### src/rtl/skipalu_pkg.sv
package skipalu_pkg;
  localparam int unsigned DATA_W = 32;

  typedef enum logic [1:0] {
    FN_ADD  = 2'b00,
    FN_SUB  = 2'b01,
    FN_NAND = 2'b10,
    FN_INC  = 2'b11
  } alu_fn_e;
endpackage

### src/rtl/skipalu_core.sv
module skipalu_core
  import skipalu_pkg::*;
#(
  parameter int unsigned W = DATA_W
) (
  input  logic [W-1:0] opa,
  input  logic [W-1:0] opb,
  input  alu_fn_e      fn,
  output logic [W-1:0] res,
  output logic         sub_ovf
);
  localparam int unsigned MSB = W - 1;

  logic [W-1:0] diff;

  // difference kept separate so its overflow can be judged on its own
  assign diff = opa - opb;

  always_comb begin
    unique case (fn)
      FN_ADD:  res = opa + opb;
      FN_SUB:  res = diff;
      FN_NAND: res = ~(opa & opb);
      FN_INC:  res = opa + {{(W-1){1'b0}}, 1'b1};
      default: res = '0;
    endcase
  end

  // signed overflow of A-B: operands of unlike sign, result sign unlike A
  assign sub_ovf = (fn == FN_SUB) && (opa[MSB] != opb[MSB]) && (diff[MSB] != opa[MSB]);
endmodule

### src/rtl/skipalu_cmp.sv
module skipalu_cmp #(
  parameter int unsigned W = 32
) (
  input  logic [W-1:0] res,
  input  logic         ovf,
  input  logic         mode,
  output logic         cond
);
  localparam int unsigned MSB = W - 1;

  logic is_zero;
  logic neg_true;

  assign is_zero  = (res == '0);
  assign neg_true = res[MSB] ^ ovf;

  always_comb begin
    if (mode) cond = is_zero | neg_true;
    else      cond = ~is_zero;
  end
endmodule

### src/rtl/skipalu_unit.sv
module skipalu_unit
  import skipalu_pkg::*;
#(
  parameter int unsigned W = DATA_W
) (
  input  logic         clk,
  input  logic         rst_n,
  input  logic [W-1:0] bus_in,
  input  logic         ld_a,
  input  logic         ld_b,
  input  logic [1:0]   fn_sel,
  input  logic         cmp_mode,
  input  logic         ld_cmp,
  input  logic         drive_alu,
  output logic [W-1:0] alu_out,
  output logic         cond_q
);
  logic [W-1:0] opa_q;
  logic [W-1:0] opb_q;
  logic [W-1:0] res;
  logic         sub_ovf;
  logic         cmp_true;

  always_ff @(posedge clk) begin
    if (!rst_n) begin
      opa_q <= '0;
      opb_q <= '0;
    end else begin
      if (ld_a) opa_q <= bus_in;
      if (ld_b) opb_q <= bus_in;
    end
  end

  skipalu_core #(.W(W)) u_core (
    .opa     (opa_q),
    .opb     (opb_q),
    .fn      (alu_fn_e'(fn_sel)),
    .res     (res),
    .sub_ovf (sub_ovf)
  );

  skipalu_cmp #(.W(W)) u_cmp (
    .res  (res),
    .ovf  (sub_ovf),
    .mode (cmp_mode),
    .cond (cmp_true)
  );

  always_ff @(posedge clk) begin
    if (!rst_n)      cond_q <= 1'b0;
    else if (ld_cmp) cond_q <= cmp_true;
  end

  assign alu_out = drive_alu ? res : '0;

  assert_load_a_R2: assert property (@(posedge clk) disable iff (!rst_n)
    ld_a |=> (opa_q == $past(bus_in)));

  assert_hold_b_R2: assert property (@(posedge clk) disable iff (!rst_n)
    !ld_b |=> $stable(opb_q));

  assert_cond_hold_R10: assert property (@(posedge clk) disable iff (!rst_n)
    !ld_cmp |=> $stable(cond_q));

  assert_ne_test_R8: assert property (@(posedge clk) disable iff (!rst_n)
    (ld_cmp && fn_sel == FN_SUB && !cmp_mode) |=>
      (cond_q == ($past(opa_q) != $past(opb_q))));

  assert_le_test_R9: assert property (@(posedge clk) disable iff (!rst_n)
    (ld_cmp && fn_sel == FN_SUB && cmp_mode) |=>
      (cond_q == ($signed($past(opa_q)) <= $signed($past(opb_q)))));
endmodule

### config.mk
export PLATFORM = sky130hd
export DESIGN_NAME = skipalu_unit
export DESIGN_NICKNAME = d
export VERILOG_FILES = /design/src/rtl/skipalu_pkg.sv /design/src/rtl/skipalu_core.sv /design/src/rtl/skipalu_cmp.sv /design/src/rtl/skipalu_unit.sv
export SDC_FILE = /design/constraint.sdc
export NUM_CORES = 1
export LEC_CHECK = 0
export BUFFER_PORTS_ARGS = -buffer_cell sky130_fd_sc_hd__buf_4
export CORE_MARGIN = 8
export CORE_UTILIZATION = 50
export DETAILED_ROUTE_END_ITERATION = 10
export GPL_ROUTABILITY_DRIVEN = 0
export PLACE_DENSITY = 0.69
export SLEW_MARGIN = 20
export SYNTH_ARGS = -nofsm -noshare
export SYNTH_HDL_FRONTEND = slang
export SYNTH_SLANG_ARGS = --single-unit
### constraint.sdc
create_clock -name clk -period 7 [get_ports clk]
set_clock_uncertainty 0.2 [all_clocks]
set_input_delay 1.05 -clock clk [delete_from_list [all_inputs] [get_ports clk]]
set_output_delay 1.05 -clock clk [all_outputs]
set_load 0.01 [all_outputs]
# Word-level counts from Yosys, hierarchy flattened
# Index checks and enable logic that the tools add are counted.
[word_totals]
ff_bits = 65
latch_bits = 0
ram_bits = 0
rom_bits = 0
input_bits = 41
output_inout_bits = 33
word_cells = 23
mem_count = 0
[op_classes]
n_addsub = 3
n_mul = 0
n_div = 0
order_cmp = 0
n_eq_ne = 5
shifts = 0
mux = 3
bitwise_logic = 5
reduce_logical = 4
[op_table]
columns = ["cell", "n"]
rows = [
  ["one-hot mux 32 bit (4 select lines)", 1],
  ["adder 32 x 1 -> 32 bit, second input constant", 1],
  ["adder 32 bit", 1],
  ["AND 32 bit", 1],
  ["zero test 32 bit", 1],
  ["2-to-1 mux 32 bit", 1],
  ["inverter 32 bit", 1],
  ["subtractor 32 bit", 1],
  ["== test 2 bit, second input constant", 2],
  ["== test 2 x 1 -> 1 bit, second input constant", 1],
  ["logical AND 1 bit", 2],
  ["zero test 2 bit", 1],
  ["!= test 1 bit", 2],
  ["2-to-1 mux 1 bit", 1],
  ["inverter 1 bit", 1],
  ["OR 1 bit", 1],
  ["bitwise XOR 1 bit", 1],
]

# Depth between registers and ports, before layout
[depth]
ltp_word = 6
mapped_depth = 17

# By module
# Synthesis repeated with hierarchy kept, for this count alone.
[unflattened]
hier_cells = 906
area_unflattened_um2 = 7342.0
[modules_own_cells]
columns = ["module", "n_inst", "cells_per_inst", "area_each_um2", "seq_area_each_um2"]
rows = [
  ["skipalu_core", 1, 648, 4486.8, 0.0],
  ["skipalu_unit", 1, 245, 2742.6, 1301.2],
  ["skipalu_cmp", 1, 13, 112.6, 0.0],
]

# Worst setup path after synthesis
# Ideal clock, no wire load.
[synth_path]
path_kind = "input port to flip-flop"
from = "in fn_sel[0]"
to = "reg cond_q"
setup_time_ns = 0.059
arrival_time_ns = 5.072
setup_slack_ns = 1.670
path_stages = 16
n_path_buf = 0
path_cell_list = "ha_1 -> or2_2 -> ha_1 -> fa_1 -> a21o_1 -> a221o_1 -> a31o_4 -> a21oi_4 -> xnor2_1 -> a211o_1 -> or4_1 -> or4_1 -> nor4_1 -> nand4_1 -> mux2_1 -> nand2_1"
[synth_between]
elab_chain_len = 6
word_cells_on_any_way = 12
classes_between = "3 x eq/ne; 2 x mux; 3 x bitwise; 4 x reduce/logical"
[synth_lines]
columns = ["element", "line_no", "text"]
rows = [
  ["start: declaration", "skipalu_unit.sv:11", "input logic [1:0] fn_sel,"],
  ["branches (longest 5 deep; another with one-hot mux 32 bit (4 select lines))", "-", ""],
  ["2-to-1 mux 1 bit (*)", "skipalu_cmp.sv:18", "if (mode) cond = is_zero | neg_true;"],
  ["end signal: assignment", "skipalu_unit.sv:51", "else if (ld_cmp) cond_q <= cmp_true;"],
  ["end: declaration", "skipalu_unit.sv:16", "output logic cond_q"],
]
# Every way passes the cells marked *.
# A chain may end at the register's enable or synchronous reset.

# Final worst setup path
[layout_path]
from = "in fn_sel[0]"
to = "out alu_out[30]"
[layout_between]
elab_chain_len = 3
word_cells_on_any_way = 6
classes_between = "3 x eq/ne; 2 x mux; 1 x reduce/logical"
[layout_lines]
columns = ["element", "line_no", "text"]
rows = [
  ["== test 2 bit, or another cell as far along", "skipalu_core.sv:20", "unique case (fn)"],
  ["one-hot mux 32 bit (4 select lines) (*)", "skipalu_core.sv:20", ""],
  ["2-to-1 mux 32 bit (*)", "skipalu_unit.sv:54", "assign alu_out = drive_alu ? res : '0;"],
  ["end: declaration", "skipalu_unit.sv:15", "output logic [W-1:0] alu_out,"],
]
# Mark *: on every way between the ends. The rest lies on a longest branch, timed or not.

==> summary.txt <==
Worst setup path
  – Crit Path Class: input port to primary output
  – Critical Path Start: fn_sel[0]
  – RR Endpoint: cond_q
  – Worst R2R Start: opb_q[0]
  – R2R depth: 15
  – Worst reg2reg setup slack: roughly 2.2 ns
  – Worst path arrival time: 4.62 ns
  – Capture point of the critical path: alu_out[30]
  – CP cell instances: buf_4 > ha_1 > or2_2 > ha_1 > fa_1 > a21o_1 > a221o_1 > nand4_1 > a21oi_1 > o21ai_0 > o31ai_1 > a221oi_1 > mux2i_1 > o21a_1 > buf_4
  – CP max-delay cell: fa_1
  – Critical Path Max Stage Delay: 0.44 ns
  – CP Capture Type: primary output
  – CP startpoint kind: input port
  – CP Max Fanout: 5
  – WP data required: 5.75 ns

CTS
  – Skew-Pair Late Insertion Delay: approximately 0.35 ns
  – Clock sinks: between 60 and 70
  – Root Driver: clkbuf_16
  – H-tree depth: 3
  – Cts repair resizes: 0
  – CTS tree: built
  – Num CTS Buffers: 9
  – Hold buffers post-CTS: 0
  – Setup bufs post-CTS: 0
  – CTS Buffer Depth: 2
  – Clk slew on worst S/H paths: around 0.050 ns

Synthesis
  – YS warnings: 0
  – Synth area leaders: dfxtp_1, ha_1, mux2i_1, nor2b_1, a21oi_1
  – Post-synth EDFFs: 0
  – Post-Syn Nets: around 1100
  – Yosys reg bits: 65
  – Ys flop type: dfxtp_1
  – Sequential share of the synthesized area: 0.170
  – Synthesized area: around 7700 um^2
  – Top cell type's share of synthesized area: 0.170
  – Syn Area/Cell: around 7.7 um^2
  – Synth unique cells: 69
  – Post-synth top area cell: dfxtp_1
  – Fraction of registers with async set/reset: 0
  – Post-Syn Instances: 997

Global routing
  – GRT Resource Usage Total: 0.234
  – First-pass GRT wire length: 37100 um
  – Pin count of the biggest net entering global routing: 68
  – Overflow after GRT: 0
  – Vias in the first global route: between 7000 and 8000
  – Antenna violations before repair: 0

Timing
  – Fmax: 170 MHz
  – Max transition margin: 0.438
  – Setup TNS: 0 ns
  – Least-Margin Pin Slew: between 0.8 and 0.9 ns
  – Final Hold Viols: 0
  – Worst hold margin: 0.292 ns
  – Fin crit share: 0.838
  – RSZ-0062 raised after global routing: no
  – # setup viols final: 0
  – Max-slew violation count: 0
  – Minimum clock period: 5.87 ns

Detailed routing
  – Initial DRT Pass Iterations: 6
  – Drt drc: 0
  – Detail Route Antenna Nets: 0
  – Vias per cell: around 6.1
  – Via count: 7530
  – Initial DRC Count: 650
  – Final WL: between 20000 and 25000 um
  – DR WL/cell: roughly 19 um

Final layout
  – Share of layout cells above drive strength 1: 0.109
  – Layout area overhead: 12.6%
  – Final Instance Area: approximately 8600 um^2
  – Ant diodes: 0
  – Register Area: ~1300 um^2
  – Fill cell count: ~1500
  – Multi-input logic area: roughly 5900 um^2
  – Final Net Count: roughly 1200

Job
  – Max-cap violations: 0

Power and ir drop
  – Total power divided by cell area: about 180 nW/um^2
  – Leakage Power: approximately 4 nW
  – Maximum vdd drop: 0.174 mV

Worst hold path
  – Hold Crit Class: register to register

Placed design
  – Final HPWL DP: between 15000 and 20000 um
  – I/O Buffers: 73
  – Cell Area, Placed: 8270 um^2

Floorplanning
  – Core area: about 15000 um^2
  – Top-Level Pins: 74
  – Die Span Y: ~140 um
  – DIE AREA: between 15000 and 20000 um^2
  – Initial Util: 0.507
  – Cell Rows: 45
  – Die width: between 100 and 150 um

Status
  – Run status: completed
## report_power, final
part	internal [mW]	switching (mW)
clock network	0.357	0.173
registers	0.393	0.0255
logic	0.256	0.363
total	1.01	0.562
## registers in the layout, indices dropped and copies added, names as in the netlist
register,flops
cond_q,1
opa_q,32
opb_q,32
## through the flow
stage	total power [mW]	instances	worst slack (ns)	util
2_1_floorplan	0.848	997	1.67	-
3_3_place_gp	1.02	1210	1.24	0.548
3_5_place_dp	1.03	1210	1.20	0.548
4_1_cts	1.56	1226	1.17	0.571
5_1_grt	1.65	1226	0.757	0.571
6_report	1.57	1226	1.13	0.571
## cells in the mapped netlist (4+ instances only)
cell and count:
o2111ai_1 6, o211ai_1 12, nand3_1 19, a211o_1 4
o21a_1 16, o221a_2 6, a21o_1 24, nor3b_1 4
or4_1 4, ha_1 98, o221ai_1 7, inv_1 53
or3_1 9, dfxtp_1 65, nand2_1 63, a211oi_1 10
o31ai_1 5, clkbuf_1 45, o21ai_0 46, a31oi_1 10
nor2_1 87, nor3_1 14, nor4_1 7, xnor2_1 23
buf_1 7, o22ai_1 5, and3_1 10, xor2_1 18
nor2b_1 70, nand4_1 14, mux2i_1 74, and2_1 21
a21oi_1 68, nand2b_1 10, or2_2 7
## placed cells by master (no fill, tap or decap), types with 16 or more instances in the layout
cell,n
ha_1,98
nor2_1,87
buf_4,77
mux2i_1,74
nor2b_1,70
a21oi_1,68
dfxtp_1,65
nand2_1,63
inv_1,53
o21ai_0,46
a21o_1,24
xnor2_1,23
and2_1,21
nand3_1,19
xor2_1,18
o21a_1,16
## final cells by class
| class | instances | share of cell area |
|---|---|---|
| Clock buffer | 11 | 0.0282 |
| Clock inverter | 5 | 0.0119 |
| Inverter | 55 | 0.0240 |
| Multi-Input combinational cell | 825 | 0.691 |
| Sequential cell | 65 | 0.151 |
| Tap cell | 188 | 0.0273 |
| Timing Repair Buffer | 77 | 0.0671 |
## cells by family after synthesis
group,Yosys count,share of synthesized area
DFF,65,0.170
AOI/OAI and AO/OA,260,0.231
buffers and inverters,107,0.0525
muxes,77,0.101
xor gates and xnor gates,41,0.0469
adders and majority gates,100,0.165
and+or+nand+nor,347,0.233
## worst max-delay path: cells and delay by family
kind                     cells  cell delay (ns)
adder cells (fa/ha/maj)      3             0.87
multiplexers                 1             0.30
buffers and inverters        2             0.24
AO/OA/AOI/OAI                7             1.77
AND/OR/NAND/NOR              2             0.40
## layer usage
metal	global-route usage	routed length (um)	vias to the layer above	share of wire
met5	0	0	-	0
met4	0.103	774	0	0.033
met3	0.0465	1840	65	0.079
met2	0.376	10300	350	0.44
met1	0.299	10500	3459	0.45
li1	-	-	3656	-
## worst min-delay path by stage
stage	endpoint	depth (start not counted)	slack [ns]	from
after floorplan	cond_q	2	0.29	cond_q
after global placement	cond_q	2	0.28	cond_q
after detailed placement	cond_q	2	0.28	cond_q
after CTS	cond_q	2	0.29	cond_q
after global routing	cond_q	2	0.34	cond_q
final	cond_q	2	0.29	cond_q
No activity file was read; power rests on OpenSTA's default activity.
